File: src/rtl/sdcu_pkg.sv
`timescale 1ns/1ps
package sdcu_pkg;
    localparam int DW = 32;

    localparam logic [3:0] A_CMD    = 4'd0;
    localparam logic [3:0] A_ARG    = 4'd1;
    localparam logic [3:0] A_RSP0   = 4'd2;
    localparam logic [3:0] A_RSP1   = 4'd3;
    localparam logic [3:0] A_RSP2   = 4'd4;
    localparam logic [3:0] A_RSP3   = 4'd5;
    localparam logic [3:0] A_RSPCMD = 4'd6;
    localparam logic [3:0] A_STAT   = 4'd7;
    localparam logic [3:0] A_IEN    = 4'd8;
    localparam logic [3:0] A_DCTL   = 4'd9;
    localparam logic [3:0] A_DTMR   = 4'd10;
    localparam logic [3:0] A_DLEN   = 4'd11;
    localparam logic [3:0] A_PWR    = 4'd12;
    localparam logic [3:0] A_CLK    = 4'd13;
    localparam logic [3:0] A_CTRL   = 4'd14;

    localparam int ST_W    = 7;
    localparam int ST_TO   = 0;
    localparam int ST_OK   = 1;
    localparam int ST_SENT = 2;
    localparam int ST_GONE = 3;
    localparam int ST_WP   = 4;
    localparam int ST_TXR  = 5;
    localparam int ST_RXR  = 6;
    localparam logic [ST_W-1:0] ST_IDLE = (ST_W'(1) << ST_TXR) | (ST_W'(1) << ST_RXR);

    localparam int CMD_WAIT = 6;
    localparam int CMD_LONG = 7;
    localparam int CMD_APP  = 8;
endpackage

File: src/rtl/sdcu_rsp_collect.sv
`timescale 1ns/1ps
module sdcu_rsp_collect #(
    parameter int RSP_BYTES = 16
) (
    input  logic                       clk,
    input  logic                       rst_n,
    input  logic                       clear_i,
    input  logic                       vld_i,
    input  logic [7:0]                 byte_i,
    output logic [RSP_BYTES-1:0][7:0]  bytes_o
);
    localparam int CNT_W = $clog2(RSP_BYTES + 1);
    localparam int IX_W  = $clog2(RSP_BYTES);

    typedef struct packed {
        logic [CNT_W-1:0]           cnt;
        logic [RSP_BYTES-1:0][7:0]  data;
    } col_t;

    col_t col_d, col_q;

    always_comb begin
        col_d = col_q;
        if (clear_i) begin
            col_d.cnt = '0;
        end else if (vld_i && (col_q.cnt < CNT_W'(RSP_BYTES))) begin
            col_d.data[col_q.cnt[IX_W-1:0]] = byte_i;
            col_d.cnt = col_q.cnt + 1'b1;
        end
    end

    always_ff @(posedge clk or negedge rst_n) begin
        if (!rst_n) col_q <= '0;
        else        col_q <= col_d;
    end

    assign bytes_o = col_q.data;

    // byte count never passes the buffer size
    p_cnt_cap_r5: assert property (@(posedge clk) disable iff (!rst_n)
        (col_q.cnt == CNT_W'(RSP_BYTES)) |=> (col_q.cnt == CNT_W'(RSP_BYTES)) || $past(clear_i));
endmodule

File: src/rtl/sdcu_rsp_pack.sv
`timescale 1ns/1ps
module sdcu_rsp_pack #(
    parameter int RSP_BYTES = 16,
    parameter int LEN_W     = 5
) (
    input  logic [RSP_BYTES-1:0][7:0]       bytes_i,
    input  logic [LEN_W-1:0]                len_i,
    input  logic                            long_req_i,
    output logic [RSP_BYTES/4-1:0][31:0]    words_o,
    output logic                            err_o
);
    localparam int WORDS = RSP_BYTES / 4;
    localparam logic [LEN_W-1:0] SHORT_LEN = LEN_W'(4);
    localparam logic [LEN_W-1:0] LONG_LEN  = LEN_W'(RSP_BYTES);

    logic                   is_short, is_long;
    logic [WORDS-1:0][31:0] long_w;

    assign is_short = (len_i == SHORT_LEN);
    assign is_long  = (len_i == LONG_LEN);
    assign err_o    = (len_i == '0) || (is_short && long_req_i) || !(is_short || is_long);

    // first byte on the wire lands in the highest word, most significant byte first
    always_comb begin
        for (int w = 0; w < WORDS; w++) begin
            long_w[w] = {bytes_i[4*(WORDS-1-w)],     bytes_i[4*(WORDS-1-w) + 1],
                         bytes_i[4*(WORDS-1-w) + 2], bytes_i[4*(WORDS-1-w) + 3]};
        end
        long_w[0][0] = 1'b0;
    end

    always_comb begin
        words_o = '0;
        if (is_long) words_o = long_w;
        else         words_o[0] = {bytes_i[0], bytes_i[1], bytes_i[2], bytes_i[3]};
    end
endmodule

File: src/rtl/sd_cmd_unit.sv
`timescale 1ns/1ps
module sd_cmd_unit
    import sdcu_pkg::*;
#(
    parameter int IDX_W     = 6,
    parameter int LEN_W     = 5,
    parameter int RSP_BYTES = 16
) (
    input  logic              clk,
    input  logic              rst_n,
    input  logic              reg_wr,
    input  logic [3:0]        reg_addr,
    input  logic [DW-1:0]     reg_wdata,
    output logic [DW-1:0]     reg_rdata,
    output logic              irq,
    output logic              card_req,
    output logic [IDX_W-1:0]  card_cmd_idx,
    output logic [DW-1:0]     card_arg,
    input  logic              card_rsp_byte_vld,
    input  logic [7:0]        card_rsp_byte,
    input  logic              card_rsp_done,
    input  logic [LEN_W-1:0]  card_rsp_len,
    input  logic              card_removed_evt,
    input  logic              card_wprot_evt
);
    localparam int RSP_WORDS = RSP_BYTES / 4;
    localparam int RC_W      = IDX_W + 1;

    typedef struct packed {
        logic [DW-1:0]                  cmd;
        logic [DW-1:0]                  arg;
        logic [RSP_WORDS-1:0][DW-1:0]   rsp;
        logic [RC_W-1:0]                rspcmd;
        logic [ST_W-1:0]                status;
        logic [DW-1:0]                  ien;
        logic [DW-1:0]                  dctl;
        logic [DW-1:0]                  dtmr;
        logic [DW-1:0]                  dlen;
        logic [DW-1:0]                  pwr;
        logic [DW-1:0]                  clkdiv;
        logic                           busy;
        logic                           req;
    } unit_t;

    unit_t st_d, st_q;

    logic                         launch, finish, soft_rst;
    logic [RSP_BYTES-1:0][7:0]    rsp_bytes;
    logic [RSP_WORDS-1:0][DW-1:0] packed_words;
    logic                         len_err;

    assign launch   = reg_wr && (reg_addr == A_CMD) && !st_q.busy;
    assign finish   = card_rsp_done && st_q.busy;
    assign soft_rst = reg_wr && (reg_addr == A_CTRL) && reg_wdata[0];

    sdcu_rsp_collect #(.RSP_BYTES(RSP_BYTES)) u_collect (
        .clk     (clk),
        .rst_n   (rst_n),
        .clear_i (launch),
        .vld_i   (card_rsp_byte_vld),
        .byte_i  (card_rsp_byte),
        .bytes_o (rsp_bytes)
    );

    sdcu_rsp_pack #(.RSP_BYTES(RSP_BYTES), .LEN_W(LEN_W)) u_pack (
        .bytes_i    (rsp_bytes),
        .len_i      (card_rsp_len),
        .long_req_i (st_q.cmd[CMD_LONG]),
        .words_o    (packed_words),
        .err_o      (len_err)
    );

    always_comb begin
        st_d     = st_q;
        st_d.req = 1'b0;

        if (reg_wr) begin
            case (reg_addr)
                A_ARG:  st_d.arg    = reg_wdata;
                A_STAT: st_d.status = st_q.status & ~reg_wdata[ST_W-1:0];
                A_IEN:  st_d.ien    = reg_wdata;
                A_DCTL: st_d.dctl   = reg_wdata;
                A_DTMR: st_d.dtmr   = reg_wdata;
                A_DLEN: st_d.dlen   = reg_wdata;
                A_PWR:  st_d.pwr    = reg_wdata;
                A_CLK:  st_d.clkdiv = reg_wdata;
                default: ;
            endcase
        end

        if (card_removed_evt) st_d.status[ST_GONE] = 1'b1;
        if (card_wprot_evt)   st_d.status[ST_WP]   = 1'b1;

        if (launch) begin
            st_d.cmd  = reg_wdata;
            st_d.busy = 1'b1;
            st_d.req  = 1'b1;
        end

        if (finish) begin
            st_d.busy = 1'b0;
            if (!st_q.cmd[CMD_WAIT]) begin
                st_d.status[ST_SENT] = 1'b1;
            end else if (len_err) begin
                st_d.status[ST_TO] = 1'b1;
            end else begin
                st_d.rsp           = packed_words;
                st_d.rspcmd        = {st_q.cmd[CMD_APP], st_q.cmd[IDX_W-1:0]};
                st_d.status[ST_OK] = 1'b1;
            end
        end

        if (soft_rst) begin
            st_d        = '0;
            st_d.status = (st_q.status & ~((ST_W'(1) << ST_GONE) | (ST_W'(1) << ST_WP))) | ST_IDLE;
        end
    end

    always_ff @(posedge clk or negedge rst_n) begin
        if (!rst_n) begin
            st_q        <= '0;
            st_q.status <= ST_IDLE;
        end else begin
            st_q <= st_d;
        end
    end

    always_comb begin
        reg_rdata = '0;
        case (reg_addr)
            A_CMD:    reg_rdata = st_q.cmd;
            A_ARG:    reg_rdata = st_q.arg;
            A_RSP0:   reg_rdata = st_q.rsp[0];
            A_RSP1:   reg_rdata = st_q.rsp[1];
            A_RSP2:   reg_rdata = st_q.rsp[2];
            A_RSP3:   reg_rdata = st_q.rsp[3];
            A_RSPCMD: reg_rdata = DW'(st_q.rspcmd);
            A_STAT:   reg_rdata = {st_q.busy, {(DW-1-ST_W){1'b0}}, st_q.status};
            A_IEN:    reg_rdata = st_q.ien;
            A_DCTL:   reg_rdata = st_q.dctl;
            A_DTMR:   reg_rdata = st_q.dtmr;
            A_DLEN:   reg_rdata = st_q.dlen;
            A_PWR:    reg_rdata = st_q.pwr;
            A_CLK:    reg_rdata = st_q.clkdiv;
            default:  reg_rdata = '0;
        endcase
    end

    assign irq          = |(st_q.ien[ST_W-1:0] & st_q.status);
    assign card_req     = st_q.req;
    assign card_cmd_idx = st_q.cmd[IDX_W-1:0];
    assign card_arg     = st_q.arg;

    p_req_single_r1: assert property (@(posedge clk) disable iff (!rst_n)
        card_req |=> !card_req);

    p_req_cause_r2: assert property (@(posedge clk) disable iff (!rst_n)
        card_req |-> $past(reg_wr && (reg_addr == A_CMD) && !st_q.busy));

    p_busy_drop_r3: assert property (@(posedge clk) disable iff (!rst_n)
        (card_rsp_done && st_q.busy) |=> !st_q.busy);

    p_long_bit0_r5: assert property (@(posedge clk) disable iff (!rst_n)
        (card_rsp_done && st_q.busy && st_q.cmd[CMD_WAIT] && (card_rsp_len == LEN_W'(RSP_BYTES)))
        |=> (st_q.rsp[0][0] == 1'b0));

    p_zero_len_to_r6: assert property (@(posedge clk) disable iff (!rst_n)
        (card_rsp_done && st_q.busy && st_q.cmd[CMD_WAIT] && (card_rsp_len == '0) && !soft_rst)
        |=> st_q.status[ST_TO]);

    p_soft_rst_r10: assert property (@(posedge clk) disable iff (!rst_n)
        soft_rst |=> (st_q.cmd == '0) && !st_q.busy && st_q.status[ST_TXR] && st_q.status[ST_RXR]);
endmodule

File: config.mk
export PLATFORM = sky130hd
export DESIGN_NAME = sd_cmd_unit
export DESIGN_NICKNAME = d
export VERILOG_FILES = /design/src/rtl/sdcu_pkg.sv /design/src/rtl/sdcu_rsp_collect.sv /design/src/rtl/sdcu_rsp_pack.sv /design/src/rtl/sd_cmd_unit.sv
export SDC_FILE = /design/constraint.sdc
export NUM_CORES = 1
export LEC_CHECK = 0
export BUFFER_PORTS_ARGS = -buffer_cell sky130_fd_sc_hd__buf_2
export CORE_ASPECT_RATIO = 1.25
export CORE_MARGIN = 5
export CORE_UTILIZATION = 40
export CTS_BUF_LIST = sky130_fd_sc_hd__clkbuf_4
export DETAILED_ROUTE_END_ITERATION = 10
export GPL_ROUTABILITY_DRIVEN = 0
export PLACE_DENSITY = 0.53
export SETUP_SLACK_MARGIN = 0.05
export SLEW_MARGIN = 15
export SYNTH_ARGS = -nofsm -noshare
export SYNTH_HDL_FRONTEND = slang
export SYNTH_SLANG_ARGS = --single-unit
File: constraint.sdc
create_clock -name clk -period 4.4 [get_ports clk]
set_input_delay 0.22 -clock clk [delete_from_list [all_inputs] [get_ports clk]]
set_output_delay 0.22 -clock clk [all_outputs]
set_load 0.02 [all_outputs]
==> After elaboration in Yosys (flattened, before gate mapping) <==
Index checks and enable logic that the tools add are counted.
W data, S select, Z words.
{ "word_totals": {"romBits": 0, "ram_bits": 0, "input_bits": 56, "regBits": 533, "output_inout_bits": 72, "latchBits": 0, "memories": 0} }
{ "classes": {"add_sub_neg": 1, "multipliers": 0, "n_div": 0, "bitwise_logic": 4, "eq_ne": 17, "reduce_logical": 46, "n_lt_le_gt_ge": 3, "mux": 32, "n_shift": 0} }
{ "ops": {"columns": ["cell", "count"], "rows": [
  ["$pmux W32 S14", 1],
  ["$mux W135", 3],
  ["$mux W400", 1],
  ["$mux W32", 10],
  ["$mux W199", 1],
  ["$mux W133", 1],
  ["$bwmux W128", 1],
  ["$mux W96", 1],
  ["$demux W8 S4", 1],
  ["$eq A4 B4 Y1 const B", 7],
  ["$reduce_bool A2 Y1", 13],
  ["$reduce_and A2 Y1", 11],
  ["$eq A4 B3 Y1 const B", 4],
  ["$reduce_bool A3 Y1", 5],
  ["$and A7 B7 Y7", 2],
  ["$eq A4 B2 Y1 const B", 2],
  ["$logic_and A1 B1 Y1", 8],
  ["$mux W8", 1],
  ["$mux W7", 1],
  ["$not A7 Y7", 1],
  ["$reduce_or A7 Y1", 1],
  ["$mux W1", 6],
  ["$add A5 B1 Y5 const B", 1],
  ["$eq A5 B3 Y1 const B", 1],
  ["other kinds (15)", 19]
]} }

==> Logic depth before layout (Yosys ltp) <==
Gate-level depths: netlist (run 1).
{ "depth": {"word_depth": 8, "depth_mapped": 8} }

==> Modules after synthesis <==
A second synthesis (run 1) with hierarchy kept.
{ "hier_totals": {"cells_unflattened": 2299, "area_unflattened_um2": 25846.0} }
{ "by_module_without_submodules": {"columns": ["module", "n_inst", "cells_per_inst", "seq_area_each_um2", "area_per_inst_um2"], "rows": [
  ["sd_cmd_unit", 1, 1695, 10012.1, 18230.0],
  ["sdcu_rsp_collect", 1, 447, 3328.2, 6343.6],
  ["sdcu_rsp_pack", 1, 157, 0.0, 1272.5]
]} }

==> Worst setup path after synthesis (run 1) <==
OpenSTA, ideal clock, no wires.
{ "synth_path": {"path_kind": "reg2reg", "startpoint": "register st_q[375] in the netlist's numbering", "endpoint": "register st_q[211] in the netlist's numbering", "required_time_ns": 4.268, "n_path_buf": 2, "setup_time_ns": 0.132, "period_less_slack_ns": 2.004, "path_slack_ns": 2.396, "arrival_time_ns": 1.873, "stages_incl_launch_ff": 7, "cell_sequence": "dfrtp_1 or3b_1 a2111oi_4 a21oi_2 buf_4 clkbuf_1 o2bb2ai_1"} }
{ "synth_via": {"elab_chain_cells": 5} }
{ "synth_lines": {"columns": ["element", "line_no", "source"], "rows": [
  ["from (decl)", "sd_cmd_unit.sv:45", "unit_t st_d, st_q;"],
  ["from (signal assigned)", "sd_cmd_unit.sv:124", "st_q <= st_d;"],
  ["$logic_and A1 B1 Y1", "sdcu_rsp_pack.sv:21", "assign err_o = (len_i == '0) || (is_short && long_req_i) || !(is_short || is_long);"],
  ["$logic_or A1 B1 Y1 (2 in a row)", "sdcu_rsp_pack.sv:21", null],
  ["$ne A2 B2 Y1 (no source line)", null, null],
  ["$reduce_and A3 Y1 (no source line)", null, null]
]} }
No other way between the ends.
A chain may end at the register's enable or synchronous reset.

==> Worst setup path in the final report (run 1) <==
{ "layout_path": {"startpoint": "input reg_addr[0]", "endpoint": "output reg_rdata[7]"} }
{ "layout_via": {"elab_chain_cells": 2} }
{ "layout_lines": {"columns": ["element", "line_no", "source"], "rows": [
  ["from (decl)", "sd_cmd_unit.sv:12", "input logic [3:0] reg_addr,"],
  ["$eq A4 B4 Y1 (tied with other cells)", "sd_cmd_unit.sv:130", "case (reg_addr)"],
  ["$pmux W32 S14 *", "sd_cmd_unit.sv:130", null],
  ["to (decl)", "sd_cmd_unit.sv:14", "output logic [DW-1:0] reg_rdata,"]
]} }
Every way passes the cells marked *; elsewhere a longest branch is shown, timed or not.

==> results of run 1 <==
[area by class of cell]
cell class	count	area [um2]	area share, %
sequential	532	13320	50.66
multi-input combinational	982	8516	32.40
timing repair buffer	245	1826	6.945
clock buffer	188	1411	5.369
tap	742	928.4	3.532
clock inverter	38	255.2	0.9711
inverter	7	26.28	0.09996
antenna	3	7.507	0.02856
[repair_timing]
| action | in CTS | in global routing |
|---|---|---|
| hold buffers | 54 | 0 |
| endpoints found under the hold margin | 911 | 0 |
| setup buffers | 0 | 0 |
[cell families after synthesis]
group                    synth area share, %
flip-flops                             58.91
XOR/XNOR                             0.07752
adder cells (fa/ha/maj)               0.2214
multiplexers                           8.409
AO/OA/AOI/OAI                          23.68
AND/OR/NAND/NOR                        4.456
buffers and inverters                  4.240
[power breakdown]
part / leakage [nW] / switching [W] / internal (W)
clock network: 1.00 / 0.00205 / 0.00220
logic: 4.08 / 0.00108 / 0.00113
registers: 6.95 / 0.000721 / 0.00594
[layout by cell type, fill, tap and decap left out, types with 5 or more instances in the layout]
| master | Yosys | layout |
|---|---|---|
| buf_2 | 31 | 126 |
| a22oi_1 | 13 | 13 |
| o21ai_0 | 7 | 7 |
| nor2_1 | 11 | 9 |
| nor2b_1 | 9 | 9 |
| a21oi_1 | 8 | 8 |
| inv_1 | 7 | 6 |
| a222oi_1 | 7 | 7 |
| and2_1 | 7 | 7 |
| o21ai_4 | 0 | 7 |
| a31oi_1 | 7 | 7 |
| a221oi_1 | 75 | 75 |
| buf_4 | 43 | 52 |
| dfrtp_1 | 530 | 530 |
| a22o_1 | 220 | 220 |
| nand3_1 | 36 | 36 |
| nand2_1 | 71 | 71 |
| clkbuf_4 | 0 | 188 |
| clkinv_2 | 0 | 6 |
| mux2i_1 | 38 | 38 |
| clkinv_1 | 0 | 25 |
| and3_1 | 5 | 5 |
| buf_12 | 0 | 11 |
| o2bb2ai_1 | 249 | 249 |
| mux2_2 | 131 | 131 |
| dlygate4sd3_1 | 0 | 53 |
| nand2b_1 | 6 | 6 |
[stage by stage]
step	worst slack [ns]	area, um2	instances	utilization (%)	total power (W)
6_report	0.7594	26290	2737	46.88	0.01312
5_1_grt	0.7555	26290	2737	46.88	0.01377
4_1_cts	0.8029	26280	2734	46.86	0.01321
3_5_place_dp	1.312	24050	2454	42.90	0.008878
3_3_place_gp	1.251	24040	2453	42.88	0.008794
2_1_floorplan	2.396	22600	1712	-	0.008101
[worst max-delay path, cell delays in order]
cell	delay, ns
dlygate4sd3_1	0.53
buf_2	0.32
nor4_4	1.13
buf_4	0.52
a22o_1	0.21
a221oi_1	0.11
nand3_1	0.17
buf_2	0.18
[per-layer routing]
metal / global-route usage (%) / wire (um) / up-vias
li1: - / - / 7172
met1: 34.58 / 33690 / 8981
met2: 40.61 / 37250 / 903
met3: 6.563 / 6914 / 211
met4: 11.53 / 3284 / 0
met5: 0 / 0 / -
[path summary, 6_finish.rpt]
check	startpoint	slack, ns	endpoint	depth (start not counted)
max	reg_addr[0]	0.76	reg_rdata[7]	8
min	reg_wdata[14]	0.12	st_q[382]$_DFFE_PN0P_	3
max reg2reg	st_q[375]$_DFFE_PN0P_	1.51	st_q[215]$_DFFE_PN0P_	5
min reg2reg	flip-flop	0.48	st_q[272]$_DFFE_PN0P_	1
max in group asynchronous	rst_n	3.18	st_q[178]$_DFFE_PN0P_	4
min in group asynchronous	rst_n	0.55	st_q[224]$_DFFE_PN0P_	4
==> results.toml, run 1 <==
[outcome]
status = "finished, final reports clean"

[timing]
setup_viol = 0
worst_pin_slew_ns = 1.232
fin_tns_setup_ns = 0
max_freq_ghz = 0.2747
drv_slew = 0
clock_skew_ns = 0.04160
final.period_utilization_pct = 82.74
fin_crit_ns = 3.641
hold_violations = 0
max-slew-margin-rel_pct = 17.28
rsz0062_at_grt = "false"
hold_ws_ns = 0.1225

[floorplanning]
chipWidth_um = 222.6
initial_core_util_pct = 40.31
die_area_um2 = 61390
coreArea_um2 = 56070
rows = 97
pin_count = 128
fp.dieH_um = 275.8

[clock_tree]
cts_tree = "built"
clkTransAtPathRegs_ns = 0.07
htree_levels = 4
cts_resized = 0
clock_sinks = 532
cts_buffers = 139
clock_path_buffers = 3
clkLatencyLatePin_ns = 0.87
root_buffer = "clkbuf_4"

[worst_hold_path]
hp-class = "in2reg"

[drt]
drc = 0
firstDrtPassIters = 5
drt_iter0_markers = 1780
ant_nets = 0
post_drt_via_cell_ratio = 6.309
vias = 17267
routedWlPerCell_um = 29.65
drt-total-wl_um = 81140

[pwr]
leakagePower_nw = 12.03
irDropWorstVdd_mv = 0.1980
power_density_nw_per_um2 = 499.1

[synth]
ys_ff_latch = 532
yosysSeqAreaShare_pct = 58.91
syn_avg_cell_area_um2 = 13.20
ys.flop_type = "dfrtp_1"
syn_inst = 1712
synth-edff-count = 0
synth_top_area_share_pct = 58.68
ys_async_sr_fraction_pct = 100.0
synth_top_area_cell = "dfrtp_1"
synth_area_leaders = "dfrtp_1 59%, o2bb2ai_1 9.6%, a22o_1 8.5%, mux2_2 6.5%, a221oi_1 2.9%"
synthDistinctLibCells = 66
syn-num-nets = 1772
yosysMostFrequentCell = "dfrtp_1"
ys_top_cells_by_count = "530 x dfrtp_1, 249 x o2bb2ai_1, 220 x a22o_1"
netlist_area_um2 = 22600
yosys_warnings = 0

[place]
io_buffers = 127
hpwl_um = 50740

[critical_path]
critPathKind = "in2out"
path_max_fanout = 28
crit_path_end_kind = "primary output"
cp.required_ns = 4.18
worstPathArrival_ns = 3.42
cp-start-kind = "input port"

[global_route]
grt_antenna_before_repair = 3
grt_pass1_vias = 18005
grt_use_total_pct = 26.01
gr-total-overflow = 0
grt_max_degree = 122
grt_pass1_wl_um = 119900

[final_layout]
syn2layout_area_growth_pct = 16.30
fillCellCount = 5106
layout-drive-gt1-share_pct = 27.91
nets = 1967

[flow_run]
maxCapViolations = 0
Note: power is estimated with default switching activity, not from simulation.
==> run 2, diff against run 1 <==
Settings changed: PLACE_DENSITY 0.53 to 0.55.
Clock period 4.4 ns to 3 ns, I/O delays scaled along.
==> run 2 against run 1 <==
- first-iteration DRC count is 9.1% lower
- clock-buffer cell count is 4 lower
- combinational power is 48% higher
- critical path depth is 1 higher
- die area stayed put
- register-to-register slack worse by 1.1 ns
- core utilization is 0.63 points higher
- highest routed layer unchanged
==> results.toml, run 2 (same netlist as run 1, synthesis figures left out) <==
[outcome]
status = "finished, final reports clean"

[place]
io_buffers = 127
place_inst = 2469
hpwl_um = 50590

[clock_tree]
clock_sinks = 532
clkLatencyLatePin_ns = 0.87
cts_buffers = 134
cts_tree = "built"
htree_levels = 4
clock_path_buffers = 3
clkTransAtPathRegs_ns = 0.06
cts_setup_buffers = 0
root_buffer = "clkbuf_4"

[flow_run]
maxCapViolations = 0

[critical_path]
critPathKind = "in2out"
critPathMostFrequentCell = "buf_2"
cp-start-kind = "input port"
slowest_stage = "dlygate4sd3_1"
cp.required_ns = 2.85
worstPathArrival_ns = 2.78
path_max_fanout = 37
critPathBufInv = 5
worstPathCellList = "dlygate4sd3_1 -> buf_2 -> buf_12 -> nor4b_4 -> buf_4 -> a22o_1 -> a221oi_1 -> nand3_1 -> buf_2"
crit_family = "buffers and inverters"
cp_slowest_stage_delay_ns = 0.53
crit_path_end_kind = "primary output"

[global_route]
grt_antenna_before_repair = 2
grt_pass1_vias = 17532
gr-total-overflow = 0
grt_use_total_pct = 25.27
grt_pass1_wl_um = 117500
grt_max_degree = 97

[final_layout]
seq_area_um2 = 13320
fillCellCount = 5065
multi_input_area_um2 = 8501
layout-drive-gt1-share_pct = 28.42
final_cell_mix = "530 x dfrtp_1, 249 x o2bb2ai_1, 220 x a22o_1"
mostFrequentLayoutCell = "dfrtp_1"
nets = 1990
syn2layout_area_growth_pct = 17.86
fin_cells = 2752

[floorplanning]
chipWidth_um = 222.6
initial_core_util_pct = 40.31
coreArea_um2 = 56070
rows = 97
fp.dieH_um = 275.8
die_area_um2 = 61390
pin_count = 128

[timing]
setup_viol = 0
max_freq_ghz = 0.3417
rsz0062_at_grt = "true"
clock_skew_ns = 0.03814
worst_pin_slew_ns = 1.069
fin_tns_setup_ns = 0
hold_violations = 0
final.period_utilization_pct = 97.56
max-slew-margin-rel_pct = 28.44
drv_slew = 0
fin_crit_ns = 2.927

[drt]
drt-total-wl_um = 78530
drt_iter0_markers = 1618
drc = 0
post_drt_via_cell_ratio = 6.263
routedWlPerCell_um = 28.53
vias = 17237
firstDrtPassIters = 5
ant_nets = 0

[pwr]
leakagePower_nw = 12.20
irDropWorstVdd_mv = 0.2716
power_density_nw_per_um2 = 727.0

[worst_hold_path]
hp-class = "in2reg"
-- run 2: changes by cell type in the layout (fill, tap and decap cells not counted), moves of 2 or more --
| cell | change |
|---|---|
| buf_12 | +8 |
| buf_4 | +7 |
| bufinv_16 | +3 |
| clkbuf_4 | -4 |
| clkinv_1 | -10 |
| clkinv_2 | -4 |
| clkinvlp_4 | +2 |
| diode_2 | -2 |
| dlygate4sd3_1 | +13 |
| o21ai_2 | +3 |
| o21ai_4 | -3 |
-- run 2: what timing repair did --
item	in CTS	in global routing
hold endpoints to repair	938	0
gates resized for setup	0	3
endpoints found under the setup margin	0	7
hold buffers	67	0
-- run 2: where the power goes --
| part | switching (W) | internal [W] | leakage (nW) | total [W] |
|---|---|---|---|---|
| sequential | 0.00105 | 0.00871 | 6.95 | 0.00976 |
| clock | 0.00292 | 0.00342 | 0.998 | 0.00633 |
| combinational | 0.00158 | 0.00169 | 4.25 | 0.00328 |
| total | 0.00555 | 0.0138 | 12.2 | 0.0194 |
-- run 2: area by class of cell --
class,instances,share of cell area (%)
clock buffers,184,5.186
diodes,1,0.009394
clock inverters,31,1.184
well taps,742,3.485
repair buffers,273,8.140
inverters,7,0.09864
flip-flops and latches,532,49.99
multi-input cells,982,31.91
-- run 2: worst min-delay path: cells and delay by family --
kind / cells / cell delay [ns]
buffers and inverters: 2 / 0.63
AO/OA/AOI/OAI: 1 / 0.13
-- run 2: final timing paths --
kind                                              endpoint             startpoint  cells after the start  slack [ns]
max in group asynchronous             st_q[97]$_DFFE_PN0P_                  rst_n                      5        1.92
worst max register to register       st_q[212]$_DFFE_PN0P_  st_q[375]$_DFFE_PN0P_                      6        0.42
worst min-delay path                 st_q[399]$_DFFE_PN0P_          reg_wdata[31]                      3        0.08
worst min register to register       st_q[249]$_DFFE_PN0P_              flip-flop                      1        0.47
min in group asynchronous       asynchronous set/reset pin                  rst_n                      4        0.48
worst max-delay path                         reg_rdata[16]            reg_addr[1]                      9        0.07
-- run 2: metal layers --
| layer | part of all wire [%] | vias to the layer above | GRT usage [%] |
|---|---|---|---|
| met5 | 0 | - | 0 |
| met4 | 4.0 | 0 | 10.82 |
| met3 | 8.3 | 191 | 5.829 |
| met2 | 45 | 904 | 38.27 |
| met1 | 42 | 8916 | 35.15 |
| li1 | - | 7226 | - |
-- run 2: per-stage QoR --
step	cell area [um2]	hold WS [ns]	util [%]	total power, W	setup WS (ns)
3_5_place_dp	24240	0.1491	43.23	0.01304	0.4353
6_report	26640	0.08418	47.51	0.01937	0.07313
4_1_cts	26620	0.0001883	47.48	0.01951	0.07285
2_1_floorplan	22600	-0.1456	-	0.01188	0.9958
3_3_place_gp	24240	0.1457	43.23	0.01293	0.4355
5_1_grt	26640	0.02817	47.51	0.02033	0.03163
